$ cat src/rtl/rsq_pkg.sv
package rsq_pkg;
  typedef enum logic [1:0] {
    OP_ADD = 2'd0,
    OP_SUB = 2'd1,
    OP_MUL = 2'd2,
    OP_DIV = 2'd3
  } op_e;

  typedef enum logic [1:0] {
    ST_FREE = 2'd0,
    ST_WAIT = 2'd1,
    ST_EXEC = 2'd2
  } slot_st_e;
endpackage

$ cat src/rtl/rs_age_arb.sv
module rs_age_arb #(
  parameter int NS = 5
) (
  input  logic          clk,
  input  logic          rst_n,
  input  logic [NS-1:0] alloc,
  input  logic [NS-1:0] req,
  output logic [NS-1:0] grant
);
  // older_q[j][i] set means slot j holds an operation accepted before slot i
  logic [NS-1:0] older_q [NS];
  logic [NS-1:0] older_d [NS];
  logic          age_en;

  assign age_en = |alloc;

  always_comb begin
    older_d = older_q;
    for (int k = 0; k < NS; k++) begin
      if (alloc[k]) begin
        older_d[k] = '0;
        for (int j = 0; j < NS; j++) begin
          if (j != k) older_d[j][k] = 1'b1;
        end
      end
    end
  end

  always_ff @(posedge clk or negedge rst_n) begin
    if (!rst_n) begin
      for (int j = 0; j < NS; j++) older_q[j] <= '0;
    end else if (age_en) begin
      older_q <= older_d;
    end
  end

  always_comb begin
    for (int i = 0; i < NS; i++) begin
      logic blk;
      blk = 1'b0;
      for (int j = 0; j < NS; j++) begin
        if (j != i && req[j] && older_q[j][i]) blk = 1'b1;
      end
      grant[i] = req[i] & ~blk;
    end
  end


  grant_onehot_chk: assert property (@(posedge clk) disable iff (!rst_n)
    $onehot0(grant));


  work_conserve_chk: assert property (@(posedge clk) disable iff (!rst_n)
    (|req) |-> (|grant));
endmodule

$ cat src/rtl/rs_station.sv
module rs_station
  import rsq_pkg::*;
#(
  parameter int DW        = 16,
  parameter int TW        = 3,
  parameter int RW        = 3,
  parameter bit IS_MULDIV = 1'b0,
  parameter int LAT_ADD   = 2,
  parameter int LAT_MUL   = 10,
  parameter int LAT_DIV   = 40,
  localparam int LMAX     = (LAT_ADD > LAT_MUL) ? ((LAT_ADD > LAT_DIV) ? LAT_ADD : LAT_DIV)
                                                : ((LAT_MUL > LAT_DIV) ? LAT_MUL : LAT_DIV),
  localparam int CW       = $clog2(LMAX + 1)
) (
  input  logic          clk,
  input  logic          rst_n,
  input  logic          alloc,
  input  logic [1:0]    a_op,
  input  logic [RW-1:0] a_dst,
  input  logic          a_rdy1,
  input  logic [TW-1:0] a_tag1,
  input  logic [DW-1:0] a_val1,
  input  logic          a_rdy2,
  input  logic [TW-1:0] a_tag2,
  input  logic [DW-1:0] a_val2,
  input  logic          bus_vld,
  input  logic [TW-1:0] bus_tag,
  input  logic [DW-1:0] bus_val,
  input  logic          grant,
  output logic          is_free,
  output logic          req,
  output logic [DW-1:0] res,
  output logic [RW-1:0] dst
);
  slot_st_e      st_q, st_d;
  op_e           op_q, op_d;
  logic [RW-1:0] dst_q, dst_d;
  logic          r1_q, r1_d, r2_q, r2_d;
  logic [TW-1:0] t1_q, t1_d, t2_q, t2_d;
  logic [DW-1:0] v1_q, v1_d, v2_q, v2_d;
  logic [CW-1:0] cnt_q, cnt_d;
  logic          pl_en;

  always_comb begin
    st_d  = st_q;
    op_d  = op_q;
    dst_d = dst_q;
    r1_d  = r1_q;  t1_d = t1_q;  v1_d = v1_q;
    r2_d  = r2_q;  t2_d = t2_q;  v2_d = v2_q;
    cnt_d = cnt_q;
    unique case (st_q)
      ST_FREE: begin
        if (alloc) begin
          st_d  = ST_WAIT;
          op_d  = op_e'(a_op);
          dst_d = a_dst;
          r1_d  = a_rdy1;  t1_d = a_tag1;  v1_d = a_val1;
          r2_d  = a_rdy2;  t2_d = a_tag2;  v2_d = a_val2;
        end
      end
      ST_WAIT: begin
        if (r1_q && r2_q) begin
          st_d = ST_EXEC;
          unique case (op_q)
            OP_ADD, OP_SUB: cnt_d = CW'(LAT_ADD - 1);
            OP_MUL:         cnt_d = CW'(LAT_MUL - 1);
            default:        cnt_d = CW'(LAT_DIV - 1);
          endcase
        end else begin
          if (!r1_q && bus_vld && bus_tag == t1_q) begin
            r1_d = 1'b1;
            v1_d = bus_val;
          end
          if (!r2_q && bus_vld && bus_tag == t2_q) begin
            r2_d = 1'b1;
            v2_d = bus_val;
          end
        end
      end
      ST_EXEC: begin
        if (cnt_q != '0) cnt_d = cnt_q - 1'b1;
        else if (grant)  st_d  = ST_FREE;
      end
      default: st_d = ST_FREE;
    endcase
  end

  assign pl_en = (st_q == ST_FREE && alloc) || (st_q == ST_WAIT);

  always_ff @(posedge clk or negedge rst_n) begin
    if (!rst_n) begin
      st_q  <= ST_FREE;
      cnt_q <= '0;
    end else begin
      st_q  <= st_d;
      cnt_q <= cnt_d;
    end
  end

  always_ff @(posedge clk or negedge rst_n) begin
    if (!rst_n) begin
      op_q  <= OP_ADD;
      dst_q <= '0;
      r1_q  <= 1'b0;  t1_q <= '0;  v1_q <= '0;
      r2_q  <= 1'b0;  t2_q <= '0;  v2_q <= '0;
    end else if (pl_en) begin
      op_q  <= op_d;
      dst_q <= dst_d;
      r1_q  <= r1_d;  t1_q <= t1_d;  v1_q <= v1_d;
      r2_q  <= r2_d;  t2_q <= t2_d;  v2_q <= v2_d;
    end
  end

  generate
    if (IS_MULDIV) begin : g_muldiv
      logic [DW-1:0] prod, quot;
      assign prod = v1_q * v2_q;
      assign quot = (v2_q == '0) ? '1 : (v1_q / v2_q);
      assign res  = (op_q == OP_DIV) ? quot : prod;
    end else begin : g_addsub
      assign res = (op_q == OP_SUB) ? (v1_q - v2_q) : (v1_q + v2_q);
    end
  endgenerate

  assign is_free = (st_q == ST_FREE);
  assign req     = (st_q == ST_EXEC) && (cnt_q == '0);
  assign dst     = dst_q;


  operand_hold_chk: assert property (@(posedge clk) disable iff (!rst_n)
    (st_q == ST_EXEC) |=> ($stable(v1_q) && $stable(v2_q)));


  bus_hold_chk: assert property (@(posedge clk) disable iff (!rst_n)
    (req && !grant) |=> (req && $stable(res)));


  alloc_free_chk: assert property (@(posedge clk) disable iff (!rst_n)
    alloc |-> (st_q == ST_FREE));
endmodule

$ cat src/rtl/rs_regfile.sv
module rs_regfile #(
  parameter int NREG = 8,
  parameter int DW   = 16,
  parameter int TW   = 3,
  localparam int RW  = $clog2(NREG)
) (
  input  logic          clk,
  input  logic          rst_n,
  input  logic          wb_vld,
  input  logic [TW-1:0] wb_tag,
  input  logic [RW-1:0] wb_dst,
  input  logic [DW-1:0] wb_val,
  input  logic          iss_we,
  input  logic [RW-1:0] iss_dst,
  input  logic [TW-1:0] iss_tag,
  input  logic [RW-1:0] rd1_addr,
  output logic          rd1_busy,
  output logic [TW-1:0] rd1_tag,
  output logic [DW-1:0] rd1_val,
  input  logic [RW-1:0] rd2_addr,
  output logic          rd2_busy,
  output logic [TW-1:0] rd2_tag,
  output logic [DW-1:0] rd2_val,
  input  logic [RW-1:0] rd3_addr,
  output logic [DW-1:0] rd3_val
);
  logic [DW-1:0] rf_q [NREG];
  logic [DW-1:0] rf_d [NREG];
  logic [TW-1:0] stag_q [NREG];
  logic [TW-1:0] stag_d [NREG];
  logic [NREG-1:0] sv_q, sv_d;
  logic          upd_en;

  always_comb begin
    rf_d   = rf_q;
    stag_d = stag_q;
    sv_d   = sv_q;
    if (wb_vld && sv_q[wb_dst] && stag_q[wb_dst] == wb_tag) begin
      rf_d[wb_dst] = wb_val;
      sv_d[wb_dst] = 1'b0;
    end
    if (iss_we) begin
      sv_d[iss_dst]   = 1'b1;
      stag_d[iss_dst] = iss_tag;
    end
  end

  assign upd_en = wb_vld | iss_we;

  always_ff @(posedge clk or negedge rst_n) begin
    if (!rst_n) begin
      for (int i = 0; i < NREG; i++) begin
        rf_q[i]   <= DW'(i);
        stag_q[i] <= '0;
      end
      sv_q <= '0;
    end else if (upd_en) begin
      rf_q   <= rf_d;
      stag_q <= stag_d;
      sv_q   <= sv_d;
    end
  end

  assign rd1_busy = sv_q[rd1_addr];
  assign rd1_tag  = stag_q[rd1_addr];
  assign rd1_val  = rf_q[rd1_addr];
  assign rd2_busy = sv_q[rd2_addr];
  assign rd2_tag  = stag_q[rd2_addr];
  assign rd2_val  = rf_q[rd2_addr];
  assign rd3_val  = rf_q[rd3_addr];


  busy_after_issue_chk: assert property (@(posedge clk) disable iff (!rst_n)
    iss_we |=> (sv_q[$past(iss_dst)] && stag_q[$past(iss_dst)] == $past(iss_tag)));
endmodule

$ cat src/rtl/rs_scheduler.sv
module rs_scheduler #(
  parameter int DW      = 16,
  parameter int NREG    = 8,
  parameter int N_ADD   = 3,
  parameter int N_MUL   = 2,
  parameter int LAT_ADD = 2,
  parameter int LAT_MUL = 10,
  parameter int LAT_DIV = 40,
  localparam int NS     = N_ADD + N_MUL,
  localparam int TW     = $clog2(NS),
  localparam int RW     = $clog2(NREG)
) (
  input  logic          clk,
  input  logic          rst_n,
  input  logic          iss_valid,
  input  logic [1:0]    iss_op,
  input  logic [RW-1:0] iss_dst,
  input  logic [RW-1:0] iss_src1,
  input  logic [RW-1:0] iss_src2,
  output logic          iss_ready,
  output logic          cdb_valid,
  output logic [TW-1:0] cdb_tag,
  output logic [DW-1:0] cdb_data,
  input  logic [RW-1:0] rf_raddr,
  output logic [DW-1:0] rf_rdata
);
  logic [NS-1:0] slot_free, slot_req, slot_gnt, cand, first, alloc;
  logic [DW-1:0] slot_res [NS];
  logic [RW-1:0] slot_dst [NS];
  logic [TW-1:0] new_tag;
  logic [RW-1:0] wb_dst;
  logic          fire;
  logic          s1_busy, s2_busy, s1_rdy, s2_rdy;
  logic [TW-1:0] s1_tag, s2_tag;
  logic [DW-1:0] s1_rf, s2_rf, s1_val, s2_val;

  // slot selection: lowest free slot of the class named by the opcode's upper bit
  always_comb begin
    for (int i = 0; i < NS; i++) begin
      cand[i] = slot_free[i] && ((i >= N_ADD) == iss_op[1]);
    end
  end

  assign first     = cand & (~cand + 1'b1);
  assign iss_ready = |cand;
  assign fire      = iss_valid & iss_ready;
  assign alloc     = fire ? first : '0;

  always_comb begin
    new_tag = '0;
    for (int i = 0; i < NS; i++) begin
      if (first[i]) new_tag = TW'(i);
    end
  end

  // result bus multiplexer
  always_comb begin
    cdb_valid = |slot_gnt;
    cdb_tag   = '0;
    cdb_data  = '0;
    wb_dst    = '0;
    for (int i = 0; i < NS; i++) begin
      if (slot_gnt[i]) begin
        cdb_tag  = TW'(i);
        cdb_data = slot_res[i];
        wb_dst   = slot_dst[i];
      end
    end
  end

  rs_regfile #(.NREG(NREG), .DW(DW), .TW(TW)) u_rf (
    .clk      (clk),
    .rst_n    (rst_n),
    .wb_vld   (cdb_valid),
    .wb_tag   (cdb_tag),
    .wb_dst   (wb_dst),
    .wb_val   (cdb_data),
    .iss_we   (fire),
    .iss_dst  (iss_dst),
    .iss_tag  (new_tag),
    .rd1_addr (iss_src1),
    .rd1_busy (s1_busy),
    .rd1_tag  (s1_tag),
    .rd1_val  (s1_rf),
    .rd2_addr (iss_src2),
    .rd2_busy (s2_busy),
    .rd2_tag  (s2_tag),
    .rd2_val  (s2_rf),
    .rd3_addr (rf_raddr),
    .rd3_val  (rf_rdata)
  );

  // source capture, including a producer broadcasting in the issue cycle
  always_comb begin
    s1_rdy = !s1_busy;
    s1_val = s1_rf;
    if (s1_busy && cdb_valid && s1_tag == cdb_tag) begin
      s1_rdy = 1'b1;
      s1_val = cdb_data;
    end
    s2_rdy = !s2_busy;
    s2_val = s2_rf;
    if (s2_busy && cdb_valid && s2_tag == cdb_tag) begin
      s2_rdy = 1'b1;
      s2_val = cdb_data;
    end
  end

  rs_age_arb #(.NS(NS)) u_arb (
    .clk   (clk),
    .rst_n (rst_n),
    .alloc (alloc),
    .req   (slot_req),
    .grant (slot_gnt)
  );

  for (genvar g = 0; g < NS; g++) begin : g_slot
    rs_station #(
      .DW        (DW),
      .TW        (TW),
      .RW        (RW),
      .IS_MULDIV (g >= N_ADD),
      .LAT_ADD   (LAT_ADD),
      .LAT_MUL   (LAT_MUL),
      .LAT_DIV   (LAT_DIV)
    ) u_rs (
      .clk     (clk),
      .rst_n   (rst_n),
      .alloc   (alloc[g]),
      .a_op    (iss_op),
      .a_dst   (iss_dst),
      .a_rdy1  (s1_rdy),
      .a_tag1  (s1_tag),
      .a_val1  (s1_val),
      .a_rdy2  (s2_rdy),
      .a_tag2  (s2_tag),
      .a_val2  (s2_val),
      .bus_vld (cdb_valid),
      .bus_tag (cdb_tag),
      .bus_val (cdb_data),
      .grant   (slot_gnt[g]),
      .is_free (slot_free[g]),
      .req     (slot_req[g]),
      .res     (slot_res[g]),
      .dst     (slot_dst[g])
    );
  end
endmodule

$ cat config.mk
export PLATFORM = sky130hd
export DESIGN_NAME = rs_scheduler
export DESIGN_NICKNAME = d
export VERILOG_FILES = /design/src/rtl/rsq_pkg.sv /design/src/rtl/rs_age_arb.sv /design/src/rtl/rs_station.sv /design/src/rtl/rs_regfile.sv /design/src/rtl/rs_scheduler.sv
export SDC_FILE = /design/constraint.sdc
export NUM_CORES = 2
export LEC_CHECK = 0
export BUFFER_PORTS_ARGS = -buffer_cell sky130_fd_sc_hd__buf_4
export CAP_MARGIN = 20
export CORE_AREA = 2 2 352 354
export CTS_CLUSTER_SIZE = 20
export DETAILED_ROUTE_END_ITERATION = 16
export DIE_AREA = 0 0 354 356
export GPL_TIMING_DRIVEN = 1
export PLACE_DENSITY_LB_ADDON = 0.15
export REMOVE_ABC_BUFFERS = 1
export SETUP_SLACK_MARGIN = 0.15
export SLEW_MARGIN = 15
export SYNTH_ARGS = -nofsm -noshare
export SYNTH_HDL_FRONTEND = slang
export SYNTH_HIERARCHICAL = 1
export SYNTH_SLANG_ARGS = --single-unit
$ cat constraint.sdc
create_clock -name clk -period 44.8 [get_ports clk]
set_clock_uncertainty 0.1 [all_clocks]
set_input_delay 0 -clock clk [delete_from_list [all_inputs] [get_ports clk]]
set_output_delay 0 -clock clk [all_outputs]
set_load 0.01 [all_outputs]
### After elaboration in Yosys (flattened, before gate mapping)

Index checks and enable logic that the tools add are counted.

| word-level totals | value |
|---|---|
| flip-flop bits (word level) | 445 |
| word-level logic and storage cells | 618 |

| cells by class | value |
|---|---|
| reduce and logical (&&, ||, !) cells | 174 |
| multiply operators | 2 |
| divide/modulo/power cells | 2 |
| equal/unequal tests | 75 |
| add/subtract/negate cells | 12 |
| magnitude comparators | 13 |
| mux-type cells | 230 |
| bitwise gates (word level) | 23 |

Operators by type and width:

| kind | count |
|---|---|
| two-way mux 16 bit | 51 |
| case mux 16 bit (2 select lines) | 10 |
| binary-select mux 16 bit (select 3 bit) | 3 |
| bitwise mux 128 bit | 1 |
| case mux 6 bit (2 select lines) | 10 |
| two-way mux 1 bit | 73 |
| logical AND 1 bit | 70 |
| two-way mux 6 bit | 10 |
| two-way mux 3 bit | 18 |
| != test 2 x 1 -> 1 bit (second input constant) | 25 |
| AND reduction 5 bit | 10 |
| adder 16 bit | 3 |
| demux 16 bit (select 3 bit) | 1 |
| subtractor 16 bit | 3 |
| two-way mux 2 bit | 20 |
| nonzero test 2 bit | 20 |
| == test 3 bit | 13 |
| divider 16 x 16 -> 16 bit | 2 |
| zero test 16 bit | 2 |
| multiplier 16 x 16 -> 16 bit | 2 |
| zero test 6 bit | 5 |
| != test 2 bit (second input constant) | 15 |
| case mux 2 bit (3 select lines) | 5 |
| AND reduction 3 bit | 10 |
| 34 further kinds | 149 |

### Logic depth before layout (Yosys ltp)

| logic depth | value |
|---|---|
| depth after elaboration | 23 |
| gate-level depth with buffers | 137 |

### Hierarchy

Netlist, hierarchy kept.

By module, submodules not included:

| module | cells an instance | times used | area an instance (um^2) | sequential area each (um^2) |
|---|---|---|---|---|
| rs_station (g_slot[4].u_rs) | 1,808 | 1 | 13,914.6 | 1,326.3 |
| rs_station (g_slot[3].u_rs) | 1,814 | 1 | 13,745.7 | 1,326.3 |
| rs_station (g_slot[0].u_rs ...) | 415 | 3 | 3,691.0 | 1,326.3 |
| rs_regfile | 609 | 1 | 10,166.0 | 4,018.9 |
| rs_scheduler | 183 | 1 | 1,276.2 | 0.0 |
| rs_age_arb | 71 | 1 | 775.7 | 500.5 |

### Worst setup path before layout

OpenSTA, ideal clock, no wires.

| timing path | value |
|---|---|
| kind | reg-to-reg |
| start point | reg g_slot[3].u_rs.v2_q[15] |
| end point | reg g_slot[0].u_rs.v1_q[0] |
| period minus slack after synthesis | 27.003 ns |
| stages on the path, launching flop included | 121 |
| arrival | 26.776 ns |
| setup time | 0.126 ns |
| path buffers | 11 |
| setup slack | 17.797 ns |
| path through | dfrtp_1 > buf_4 > nor4_4 > buf_6 > nand4_1 > or3_1 > nand2_1 > o21ai_0 > ha_1 > nor3_1 > or4bb_1 > o21ai_0 > a21o_1 > ha_1 > nor2_1 > a211oi_1 > nand2_1 > mux2_2 > (+85 left out) > clkbuf_1 > nand2_1 > o21ai_0 > ha_1 > a21o_1 > a21o_1 > a21o_1 > a21o_1 > a21o_1 > a21oi_1 > o21a_1 > o21ai_0 > a221oi_1 > o21a_1 > a21oi_1 > mux2_2 > a21boi_0 > mux2i_1 |

RTL lines:

| item | line | RTL |
|---|---|---|
| from (decl) | rs_station.sv:40 | `logic [DW-1:0] v1_q, v1_d, v2_q, v2_d;` |
| from (signal assigned) | rs_station.sv:110 | `r2_q <= r2_d; t2_q <= t2_d; v2_q <= v2_d;` |
| to (signal assigned) | rs_station.sv:109 | `r1_q <= r1_d; t1_q <= t1_d; v1_q <= v1_d;` |
| to (decl) | rs_station.sv:40 |  |

==> impl_metrics.prom <==
# TYPE chip_impl_metric gauge
chip_impl_info{name="result_of_the_run",value="completed"} 1
chip_impl_metric{name="layout.filler_cells",unit=""} 12100
chip_impl_info{name="root_buffer",value="sky130_fd_sc_hd__clkbuf_16"} 1
chip_impl_metric{name="detail_route.iter0.violations",unit=""} 3216
chip_impl_info{name="crit_top_cell",value="sky130_fd_sc_hd__ha_1"} 1
chip_impl_metric{name="clkLatencyLatePin",unit="ns"} 0.64
chip_impl_metric{name="route.met2.wl",unit="um"} 82000
chip_impl_metric{name="cts_post_setup_buffers_inserted",unit=""} 0
chip_impl_metric{name="layout_worst_path_cycle_share",unit="%"} 77.1
chip_impl_metric{name="cts-buffers-inserted",unit=""} 51
chip_impl_metric{name="finish.net_count",unit=""} 6307
chip_impl_metric{name="critical_path.max_stage_delay",unit="ns"} 0.74
chip_impl_metric{name="cts-resized-gates",unit=""} 0
chip_impl_metric{name="r2r_slack",unit="ns"} 10.52
chip_impl_info{name="worst_setup_path_start_kind",value="flip-flop"} 1
chip_impl_info{name="crit_start",value="g_slot[4].u_rs/v2_q[15]"} 1
chip_impl_info{name="ys_top_cells_by_area",value="sky130_fd_sc_hd__dfrtp_1 (21%), sky130_fd_sc_hd__ha_1 (11%), sky130_fd_sc_hd__fa_1 (6.4%)"} 1
chip_impl_metric{name="viasPerCell",unit=""} 5.92
chip_impl_metric{name="synth_warnings",unit=""} 6
chip_impl_metric{name="h_tree_depth",unit=""} 2
chip_impl_metric{name="worst_pin_slew",unit="ns"} 1.11
chip_impl_info{name="worst_hold_startpoint",value="iss_dst[2]"} 1
chip_impl_metric{name="maximum_buffer_depth_of_the_clock_tree",unit=""} 3
chip_impl_info{name="rr_startpoint",value="g_slot[4].u_rs/v2_q[15]"} 1
chip_impl_metric{name="layout.area.seq",unit="mm^2"} 0.0112
chip_impl_metric{name="gp_routability_congestion",unit=""} 0.940
chip_impl_metric{name="place.detailed.hpwl",unit="um"} 130000
chip_impl_metric{name="synth_area",unit="mm^2"} 0.0510
chip_impl_info{name="tritoncts",value="built"} 1
chip_impl_metric{name="grt_use_total",unit="%"} 27.6
chip_impl_metric{name="drt-pass1-iter-count",unit=""} 5
chip_impl_info{name="dr.max_layer_used",value="met4"} 1
chip_impl_metric{name="post-route-drc-count",unit=""} 0
chip_impl_metric{name="fmaxAchievable",unit="MHz"} 29.0
chip_impl_metric{name="postRouteWirelength",unit="um"} 177000
chip_impl_metric{name="rows",unit=""} 129
chip_impl_metric{name="critical_path_peak_fanout",unit=""} 22
chip_impl_metric{name="final_number_of_setup_violating_endpoints",unit=""} 0
chip_impl_info{name="crit_path_end_kind",value="primary output"} 1
chip_impl_metric{name="die_w",unit="um"} 354
chip_impl_metric{name="synth-edff-count",unit=""} 0
chip_impl_metric{name="wl_met1",unit="um"} 76400
chip_impl_metric{name="start_util",unit="%"} 41.5
chip_impl_metric{name="die-height",unit="um"} 356
chip_impl_metric{name="max_cap_viol_count",unit=""} 0
chip_impl_metric{name="hold_viol",unit=""} 0
chip_impl_metric{name="core",unit="mm^2"} 0.123
chip_impl_info{name="setup_repair_after_global_routing_missed_its_margin",value="no"} 1
chip_impl_metric{name="multiInputGateArea",unit="mm^2"} 0.0371
chip_impl_metric{name="post_route_cells_drive_above_1_share",unit="%"} 15.5
chip_impl_metric{name="die_area",unit="mm^2"} 0.126
chip_impl_metric{name="grt_start_max_net_pins",unit=""} 153
chip_impl_info{name="worst-setup-path-type",value="reg -> out"} 1
chip_impl_metric{name="cts.sinks",unit=""} 445
chip_impl_metric{name="flow.area_growth_from_synthesis",unit="%"} 7.81
chip_impl_metric{name="critical_path_arrival",unit="ns"} 34.42
chip_impl_metric{name="post-synth-top-area-fraction",unit="%"} 21.3
chip_impl_metric{name="asyncSetResetFlopFracSynth",unit="%"} 100
chip_impl_metric{name="fin_tns_setup",unit="ns"} 0
chip_impl_metric{name="io_buffer_count",unit=""} 53
chip_impl_metric{name="critical_path_required",unit="ns"} 44.70
chip_impl_metric{name="post-route-min-period",unit="ns"} 34.52
chip_impl_metric{name="slew_headroom",unit="%"} 26.0
chip_impl_metric{name="grt-ovfl-total",unit=""} 0
chip_impl_metric{name="timing.final.max_slew_violations",unit=""} 0
chip_impl_metric{name="clkTransAtPathRegs",unit="ns"} 0.07
chip_impl_info{name="ys.flop_type",value="sky130_fd_sc_hd__dfrtp_1"} 1
chip_impl_metric{name="detailroute.via_count",unit=""} 43600
chip_impl_metric{name="routedWlPerCell",unit="um"} 24.0
chip_impl_metric{name="pin_count",unit=""} 54
chip_impl_metric{name="yosys.cell_types.count",unit=""} 133
chip_impl_metric{name="global_route_wire_length_before_repair",unit="um"} 268000
chip_impl_metric{name="synth-seq-cells",unit=""} 445
chip_impl_metric{name="grt_pass1_vias",unit=""} 43100
chip_impl_metric{name="route.met3.wl",unit="um"} 10300
chip_impl_metric{name="synthCells",unit=""} 5730
chip_impl_info{name="min_path_type",value="in -> reg"} 1
chip_impl_metric{name="syn_area_per_cell",unit="um^2"} 8.89
chip_impl_metric{name="antenna_found_initial",unit=""} 3
chip_impl_metric{name="yosysSeqAreaShare",unit="%"} 21.9
chip_impl_info{name="synthDominantAreaCellType",value="sky130_fd_sc_hd__dfrtp_1"} 1
chip_impl_info{name="critical-path-slowest-cell",value="sky130_fd_sc_hd__a2111oi_0"} 1
chip_impl_metric{name="final_antenna_net_count",unit=""} 0
worst paths after layout:
| path | end | depth (start not counted) |
|---|---|---|
| max in group asynchronous | u_rf/rf_q[9] | 4 |
| worst min register to register | u_arb/older_q[21] | 1 |
| worst min-delay path | g_slot[3].u_rs/dst[2] | 4 |
| worst max register to register | g_slot[2].u_rs/v1_q[0] | 115 |
| worst max-delay path | cdb_data[0] | 113 |
| min in group asynchronous | u_arb/older_q[14] | 4 |
placed cells by master, fill, tap and decap left out, types with 118 or more instances in the layout:
master                    instances
sky130_fd_sc_hd__nor2_1         427
sky130_fd_sc_hd__a21oi_1        378
sky130_fd_sc_hd__o21ai_0        138
sky130_fd_sc_hd__xnor2_1        196
sky130_fd_sc_hd__xor2_1         131
sky130_fd_sc_hd__and2_1         119
sky130_fd_sc_hd__a21o_1         118
sky130_fd_sc_hd__inv_1          394
sky130_fd_sc_hd__nand2_1        773
sky130_fd_sc_hd__fa_1           163
sky130_fd_sc_hd__buf_4          152
sky130_fd_sc_hd__mux2_2         245
sky130_fd_sc_hd__dfrtp_1        433
sky130_fd_sc_hd__ha_1           438
layer usage:
metal  track usage, %  vias to the layer above
met5                0                        -
met4             11.4                        0
met3             3.32                      347
met2             46.0                     1324
met1             36.4                    21700
li1                 -                    20300
critical path: cells and delay by family, from the launching register on:
kind / cells / cell delay [ns]
AOI/OAI and AO/OA: 59 / 17.44
adders and majority gates: 15 / 4.68
DFF: 1 / 0.54
and+or+nand+nor: 29 / 8.42
buffers and inverters: 7 / 1.58
muxes: 3 / 1.07
cell usage after synthesis, drive strengths merged (81+ instances only):
| library cell | instances |
|---|---|
| nand2 | 775 |
| ha | 438 |
| nor2 | 434 |
| dfrtp | 433 |
| a21oi | 403 |
| inv | 398 |
| mux2 | 365 |
| xnor2 | 196 |
| clkbuf | 179 |
| o21ai | 171 |
| fa | 163 |
| xor2 | 131 |
| and2 | 123 |
| nor3 | 123 |
| a21o | 118 |
| mux4 | 113 |
| o21a | 101 |
| nand3 | 94 |
| buf | 81 |
registers in the layout, summed over array words and instances (netlist names), 8 cells and up:
name,cells
g_slot.u_rs/st_q,10
g_slot.u_rs/op_q,10
u_rf/stag_q,24
g_slot.u_rs/v2_q,80
g_slot.u_rs/cnt_q,30
g_slot.u_rs/t1_q,15
u_arb/older_q,20
g_slot.u_rs/v1_q,80
u_rf/sv_q,8
g_slot.u_rs/dst,15
g_slot.u_rs/t2_q,15
u_rf/rf_q,128
through the flow:
stage | cell area [um^2] | setup WS (ns) | util (%) | hold WS [ns] | std cells
3_3_place_gp | 53000 | 10.43 | 43.2 | 0.0250 | 7260
4_1_cts | 54900 | 10.62 | 44.8 | 0.0931 | 7367
5_1_grt | 54900 | 8.22 | 44.8 | 0.122 | 7368
3_5_place_dp | 53000 | 10.97 | 43.2 | 0.0302 | 7264
6_report | 54900 | 10.28 | 44.8 | 0.129 | 7369
2_1_floorplan | 49600 | 16.82 | - | -0.396 | 5470
layout make-up:
cell class,count,area share (%)
Multi-Input combinational cell,4627,67.6
Sequential cell,445,20.3
Tap cell,1637,3.73
Inverter,398,2.72
Clock buffer,77,2.70
Timing Repair Buffer,166,2.41
Clock inverter,17,0.499
Antenna cell,2,0.00911
cells by family after synthesis:
family          Yosys count  share of synthesized area (%)
xor+xnor                327                           5.62
simple gates           1897                           17.7
buf+inv                 658                           5.49
mux                     524                           14.8
compound gates         1278                           17.3
flops                   445                           21.9
fa+ha+maj               601                           17.2
timing repair:
action	4_1_cts	5_1_grt
hold endpoints to repair	174	0
setup endpoints to repair	0	0
hold buffers	9	0
Power is not shown: default switching activity piles up to over one toggle a cycle in this logic, so the estimate is an artifact.
